==> src/rtl/gpio_irq_pkg.sv <==
package gpio_irq_pkg;
    localparam int ADDR_W = 4;

    typedef enum logic [ADDR_W-1:0] {
        A_DIR      = 4'd0,
        A_OUT      = 4'd1,
        A_OUT_SET  = 4'd2,
        A_OUT_CLR  = 4'd3,
        A_PIN_IN   = 4'd4,
        A_DET_LOW  = 4'd5,
        A_DET_HIGH = 4'd6,
        A_DET_RISE = 4'd7,
        A_DET_FALL = 4'd8,
        A_IEN      = 4'd9,
        A_IEN_SET  = 4'd10,
        A_IEN_CLR  = 4'd11,
        A_STAT     = 4'd12,
        A_STAT_EN  = 4'd13
    } reg_addr_e;
endpackage

==> src/rtl/gpio_sync.sv <==
module gpio_sync #(
    parameter int W = 32
) (
    input  logic         clk,
    input  logic         rst_n,
    input  logic [W-1:0] async_in,
    output logic [W-1:0] smp,
    output logic [W-1:0] prv
);
    logic [W-1:0] meta_q;
    logic [W-1:0] smp_q;
    logic [W-1:0] prv_q;

    always_ff @(posedge clk) begin
        if (!rst_n) begin
            meta_q <= '0;
            smp_q  <= '0;
            prv_q  <= '0;
        end else begin
            meta_q <= async_in;
            smp_q  <= meta_q;
            prv_q  <= smp_q;
        end
    end

    assign smp = smp_q;
    assign prv = prv_q;
endmodule

==> src/rtl/gpio_detect.sv <==
module gpio_detect #(
    parameter int W = 32
) (
    input  logic [W-1:0] smp,
    input  logic [W-1:0] prv,
    input  logic [W-1:0] det_low,
    input  logic [W-1:0] det_high,
    input  logic [W-1:0] det_rise,
    input  logic [W-1:0] det_fall,
    output logic [W-1:0] hit
);
    for (genvar i = 0; i < W; i++) begin : g_pin
        logic lvl_lo, lvl_hi, edg_up, edg_dn;
        assign lvl_lo = det_low[i]  & ~smp[i];
        assign lvl_hi = det_high[i] &  smp[i];
        assign edg_up = det_rise[i] &  smp[i] & ~prv[i];
        assign edg_dn = det_fall[i] & ~smp[i] &  prv[i];
        assign hit[i] = lvl_lo | lvl_hi | edg_up | edg_dn;
    end
endmodule

==> src/rtl/gpio_regs.sv <==
module gpio_regs
    import gpio_irq_pkg::*;
#(
    parameter int W = 32
) (
    input  logic              clk,
    input  logic              rst_n,
    input  logic [ADDR_W-1:0] addr,
    input  logic              we,
    input  logic [W-1:0]      wdata,
    output logic [W-1:0]      rdata,
    input  logic [W-1:0]      smp,
    input  logic [W-1:0]      hit,
    output logic [W-1:0]      out_q,
    output logic [W-1:0]      dir_q,
    output logic [W-1:0]      dlo_q,
    output logic [W-1:0]      dhi_q,
    output logic [W-1:0]      dup_q,
    output logic [W-1:0]      ddn_q,
    output logic [W-1:0]      ien_q,
    output logic [W-1:0]      stat_q
);
    logic [W-1:0] stat_ack;

    assign stat_ack = (we && addr == A_STAT) ? wdata : '0;

    always_ff @(posedge clk) begin
        if (!rst_n) begin
            dir_q  <= '1;
            out_q  <= '0;
            dlo_q  <= '0;
            dhi_q  <= '0;
            dup_q  <= '0;
            ddn_q  <= '0;
            ien_q  <= '0;
            stat_q <= '0;
        end else begin
            stat_q <= (stat_q & ~stat_ack) | hit;
            if (we) begin
                case (addr)
                    A_DIR:      dir_q <= wdata;
                    A_OUT_SET:  out_q <= out_q | wdata;
                    A_OUT_CLR:  out_q <= out_q & ~wdata;
                    A_DET_LOW:  dlo_q <= wdata;
                    A_DET_HIGH: dhi_q <= wdata;
                    A_DET_RISE: dup_q <= wdata;
                    A_DET_FALL: ddn_q <= wdata;
                    A_IEN_SET:  ien_q <= ien_q | wdata;
                    A_IEN_CLR:  ien_q <= ien_q & ~wdata;
                    default: ;
                endcase
            end
        end
    end

    always_comb begin
        case (addr)
            A_DIR:      rdata = dir_q;
            A_OUT:      rdata = out_q;
            A_PIN_IN:   rdata = smp;
            A_DET_LOW:  rdata = dlo_q;
            A_DET_HIGH: rdata = dhi_q;
            A_DET_RISE: rdata = dup_q;
            A_DET_FALL: rdata = ddn_q;
            A_IEN:      rdata = ien_q;
            A_STAT:     rdata = stat_q;
            A_STAT_EN:  rdata = stat_q & ien_q;
            default:    rdata = '0;
        endcase
    end
endmodule

==> src/rtl/gpio_irq_bank.sv <==
module gpio_irq_bank
    import gpio_irq_pkg::*;
#(
    parameter int NPINS = 32
) (
    input  logic              clk,
    input  logic              rst_n,
    input  logic [ADDR_W-1:0] reg_addr,
    input  logic              reg_we,
    input  logic [NPINS-1:0]  reg_wdata,
    output logic [NPINS-1:0]  reg_rdata,
    input  logic [NPINS-1:0]  pin_in,
    output logic [NPINS-1:0]  pin_out,
    output logic [NPINS-1:0]  pin_oe,
    output logic              irq
);
    logic [NPINS-1:0] smp, prv, hit;
    logic [NPINS-1:0] dir_q, dlo_q, dhi_q, dup_q, ddn_q;
    logic [NPINS-1:0] ien_q, stat_q;

    gpio_sync #(.W(NPINS)) u_sync (
        .clk      (clk),
        .rst_n    (rst_n),
        .async_in (pin_in),
        .smp      (smp),
        .prv      (prv)
    );

    gpio_detect #(.W(NPINS)) u_det (
        .smp      (smp),
        .prv      (prv),
        .det_low  (dlo_q),
        .det_high (dhi_q),
        .det_rise (dup_q),
        .det_fall (ddn_q),
        .hit      (hit)
    );

    gpio_regs #(.W(NPINS)) u_regs (
        .clk    (clk),
        .rst_n  (rst_n),
        .addr   (reg_addr),
        .we     (reg_we),
        .wdata  (reg_wdata),
        .rdata  (reg_rdata),
        .smp    (smp),
        .hit    (hit),
        .out_q  (pin_out),
        .dir_q  (dir_q),
        .dlo_q  (dlo_q),
        .dhi_q  (dhi_q),
        .dup_q  (dup_q),
        .ddn_q  (ddn_q),
        .ien_q  (ien_q),
        .stat_q (stat_q)
    );

    assign pin_oe = ~dir_q;
    assign irq    = |(stat_q & ien_q);
endmodule

==> config.mk <==
export PLATFORM = sky130hd
export DESIGN_NAME = gpio_irq_bank
export DESIGN_NICKNAME = d
export VERILOG_FILES = /design/src/rtl/gpio_irq_pkg.sv /design/src/rtl/gpio_sync.sv /design/src/rtl/gpio_detect.sv /design/src/rtl/gpio_regs.sv /design/src/rtl/gpio_irq_bank.sv
export SDC_FILE = /design/constraint.sdc
export NUM_CORES = 1
export LEC_CHECK = 0
export BUFFER_PORTS_ARGS = -buffer_cell sky130_fd_sc_hd__clkbuf_2
export CORE_ASPECT_RATIO = 0.9
export CORE_MARGIN = 4
export CORE_UTILIZATION = 44
export CTS_CLUSTER_DIAMETER = 150
export DETAILED_ROUTE_END_ITERATION = 8
export PLACE_DENSITY = 0.71
export SLEW_MARGIN = 20
export SYNTH_ARGS = -nofsm -noshare
export SYNTH_HDL_FRONTEND = slang
export SYNTH_SLANG_ARGS = --single-unit
export TNS_END_PERCENT = 5
==> constraint.sdc <==
create_clock -name clk -period 1.9 [get_ports clk]
set_clock_uncertainty 0.2 [all_clocks]
set_input_delay 0.19 -clock clk [delete_from_list [all_inputs] [get_ports clk]]
set_output_delay 0.19 -clock clk [all_outputs]
set_load 0.02 [all_outputs]
## Yosys cells after proc, flatten, opt, wreduce, memory -nomap -nowiden

Index checks and enable logic that the tools add are counted.

- Equal/unequal tests: 13
- Bitwise gates (word level): 362
- Muxes and demuxes: 4
- Reduce and logical (&&, ||, !) cells: 12

Operator list:

| cell | count |
|---|---|
| 32-bit one-hot mux with 10 select lines | 1 |
| 1-bit bitwise AND | 192 |
| 32-bit bitwise AND | 4 |
| 32-bit one-hot mux with 2 select lines | 2 |
| 32-bit NOT | 3 |
| 1-bit OR | 96 |
| 32-bit OR | 3 |
| 1-bit NOT | 64 |
| 32-bit two-way mux | 1 |
| 32-bit OR reduction | 1 |
| 4-bit == test (second input constant) | 6 |
| 4-bit by 3-bit == test with 1-bit output (second input constant) | 4 |
| 2-bit AND reduction | 7 |
| 4-bit by 2-bit == test with 1-bit output (second input constant) | 2 |
| 4-bit by 1-bit == test with 1-bit output (second input constant) | 1 |
| 4-bit logical NOT | 1 |
| 2-bit nonzero test | 2 |
| 1-bit logical AND | 1 |

- Logic and storage cells: 402
- Bits of input ports: 71
- Output and inout bits: 97
- Register bits: 352

## Logic depth before layout (Yosys ltp)

- Word-level depth: 6
- Gate-level depth with buffers: 8
- Mapped depth without buffers: 4

## Hierarchy

Synthesis repeated with hierarchy kept, for this count alone.

- Cell total of the unflattened synthesis: 1896
- Area total of the unflattened synthesis: 16492.1 um^2

By module, submodules not included:

| module | cells an instance | sequential area each (um^2) | area an instance (um^2) | instances |
|---|---|---|---|---|
| gpio_regs | 1513 | 5124.9 | 12609.6 | 1 |
| gpio_sync | 202 | 1921.8 | 2603.7 | 1 |
| gpio_detect | 128 | 0.0 | 1001.0 | 1 |
| gpio_irq_bank | 53 | 0.0 | 277.8 | 1 |

## Worst setup path after synthesis

Ideal clock, no wire load.

- Path type: input to output
- From: input port reg_addr[0]
- To: output port reg_rdata[1]
- Arrival time: 1.523 ns
- Setup slack: -0.013 ns
- Path buffers: 3
- Stages on the path: 7
- Data required time: 1.510 ns
- Cell sequence: buf_4 -> buf_6 -> buf_2 -> inv_1 -> nor3_1 -> a22oi_1 -> o211ai_1

- Cells in the longest elaborated chain, start to end: 2
- Elaborated cells on any way between the ends: 11
- Those cells by class: eq/ne: 9; mux: 1; reduce/logical: 1

Ends and longest elaborated chain:

| item | line | source |
|---|---|---|
| start, declared | gpio_irq_bank.sv:8 | `input logic [ADDR_W-1:0] reg_addr,` |
| 4-bit == test (tied with other cells) | gpio_regs.sv:57 | `case (addr)` |
| 32-bit one-hot mux with 10 select lines * | gpio_regs.sv:57 |  |
| end, declared | gpio_irq_bank.sv:11 | `output logic [NPINS-1:0] reg_rdata,` |

Mark *: on every way between the ends. The rest lies on a longest branch, timed or not.

## Worst setup path after layout

- From: register u_regs.stat_q[28]
- To: output port irq

- Cells in the longest elaborated chain, start to end: 2

Ends and longest elaborated chain:

| item | line | source |
|---|---|---|
| start, declared | gpio_regs.sv:21 | `output logic [W-1:0] stat_q` |
| start signal, assigned | gpio_regs.sv:38 | `stat_q <= (stat_q & ~stat_ack) \| hit;` |
| 32-bit bitwise AND | gpio_irq_bank.sv:59 | `assign irq = \|(stat_q & ien_q);` |
| 32-bit OR reduction | gpio_irq_bank.sv:59 |  |
| end, declared | gpio_irq_bank.sv:15 | `output logic irq` |

Every way passes these cells.

==> out/metrics.csv <==
metric,value,unit
post-route-min-period,2470,ps
rsz0062_at_grt,yes,
setup_violations,33,
grt_use_met1,40.3,%
tritoncts,done,
cp.arrival,2080,ps
yosys_warnings,0,
async_flop_share,0,%
worstPathMaxFanout,2,
overflow,0,
dominantRegCellSynth,dfxtp_1,
die_x,204,µm
ff2ff_setup_slack,690,ps
syn_area,15100,µm²
drt-wirelength-per-cell,22.6,µm
cts.htree.levels,2,
ir_worst_vdd,709,µV
synth_top_area_share,46.5,%
grt_pass1_vias,14500,
path_cells,a22oi_2 > nand4_1 > or4_4 > buf_8,
fin_nets,2115,
violations,setup timing,
core,34000,µm²
path_clk_slew,60,ps
min_period_over_period,130,%
cp_slowest_cell,or4_4,
postRouteAntennaNets,0,
dieHeight,184,µm
path_buf_inv,1,
slew-limit-headroom,55.3,%
grt_usage,29.5,%
worstMarginPinSlew,670,ps
boundaryPins,168,
io_buffer_count,167,
hold_violations,0,
dieArea,37500,µm²
use_met3,6.03,%
core.rowCount,64,
power,17.0,mW
clock.fmax,0.404,GHz
yosysMostFrequentCell,dfxtp_1,
numCtsBuffers,37,
p_leak,7.66,nW
end_kind,output pin,
power.density,862,nW/µm²
grt_antenna_before_repair,1,
slew_viol_final,0,
yosys.area.top_type,dfxtp_1,
insertion_delay,530,ps
grt.busiest_layer,met2,
ys_types,60,
start_util,44.6,%
layout_setup_ws,-573,ps
post-route-drc-count,0,
synth_fp_nets,1817,
cts_setup_buffers,0,
yosys-top-cells-count,"352 x dfxtp_1, 298 x nand2_1, 271 x a21oi_1, 104 x and2_1, 85 x clkbuf_1",
syn_inst,1746,
max_stage_delay,610,ps
start_kind,flip-flop,
cts_root_buffer,clkbuf_16,
cts_num_sinks,352,
cp.required,1510,ps
crit_family,simple AND/OR/NAND/NOR gates,
vias,15000,
area_delta_synth_final,30.2,%
gp_congestion,0.982,
hold_class,primary input to flip-flop,
synth.avg_cell_area,8.67,µm²
drv_cap,0,
outcome,"finished, violations left",
grt_pass1_wl,86.9,mm
cts_buffer_depth,3,
dr.first_iter.drc_count,1653,
synth.area.top_cells,"dfxtp_1 47%, a21oi_1 9.0%, nand2_1 7.4%, and2_1 4.3%, a311oi_1 3.7%",
use_met2,46.4,%
dp.final_hpwl,38.6,mm
vias_per_cell,5.94,
ys_seq_elements,352,
worstSetupPathType,flip-flop to output pin,
layout-drive-gt1-share,24.1,%
grt_max_degree,80,
seq_area_frac_synth,46.5,%
synth_edf_count,0,
fin_setup_tns,-8590,ps
dr.pass1.iters,6,
drt-total-wl,57.2,mm
-- final cells by class --
type,count,area [µm²]
inverter,69,264
antenna,1,2.50
timing repair buffer,430,3410
clock buffer,55,1130
fill,3009,14200
clock inverter,9,128
multi-input combinational,1154,7150
tap,462,578
sequential,352,7060
-- where the power goes --
group / total (mW) / internal, mW / leakage (nW) / switching, mW
sequential: 7.75 / 7.59 / 2.87 / 0.168
clock: 7.52 / 4.50 / 0.620 / 3.01
combinational: 1.74 / 0.732 / 4.17 / 1.01
-- through the flow --
stage                     hold slack [ps]  area (µm²)  worst slack, ps  util (%)  instances
after floorplan                       117       15100            -9.42         -       1746
after CTS                             158       19600             -574      57.7       2531
after global routing                  203       19700             -590      58.1       2532
after global placement                196       17600             -333      51.7       2402
final                                 186       19700             -573      58.1       2532
after detailed placement              199       17600             -451      51.7       2402
-- cells in the final DEF, fill, tap and decap left out, drive strengths merged, types with 22 or more instances in the layout --
cell and instances:
o21a 32, a21boi 32, nand2 298, and2 105, o211ai 44, dlygate4sd3 65, a22oi 74, buf 227
a311oi 64, nor2 22, a21oi 271, clkbuf 193, a211oi 38, inv 70, dfxtp 352
-- routing by layer --
metal  vias to the layer above  part of all wire (%)
met1                      7146                    41
met4                         0                   3.9
met2                       851                    45
li1                       6861                     -
met3                       170                   9.7
met5                         -                     0
-- final timing paths --
check	end	startpoint	cells past startpoint
worst max-delay path	irq	u_regs.stat_q[28]	4
worst min-delay path	u_regs.ddn_q[25]	reg_we	5
worst max register to register	u_regs.stat_q[18]	u_sync.smp[18]	3
worst min register to register	u_sync.smp[4]	u_sync.meta_q[4]	1
-- what timing repair did --
item                                    CTS  global route
gates resized for setup                  34            60
pin swaps                                 6            11
endpoints found under the setup margin   33            33
endpoints found under the hold margin   290             0
hold buffers                             65             0
-- kinds of logic (layout without fill, tap and decap cells) --
kind of cell / Yosys count / count (layout) / share of synthesized area (%)
mux: 28 / 28 / 1.93
other cells: 0 / 1 / 0
buf+inv: 240 / 563 / 7.36
compound gates: 636 / 636 / 28.5
flops: 352 / 352 / 46.5
simple gates: 490 / 490 / 15.6
-- worst register-to-register path: cells and delay by family (launching register included) --
kind | cells | cell delay, ps
flops | 1 | 360
compound gates | 3 | 560
Note: power is estimated with default switching activity, not from simulation.
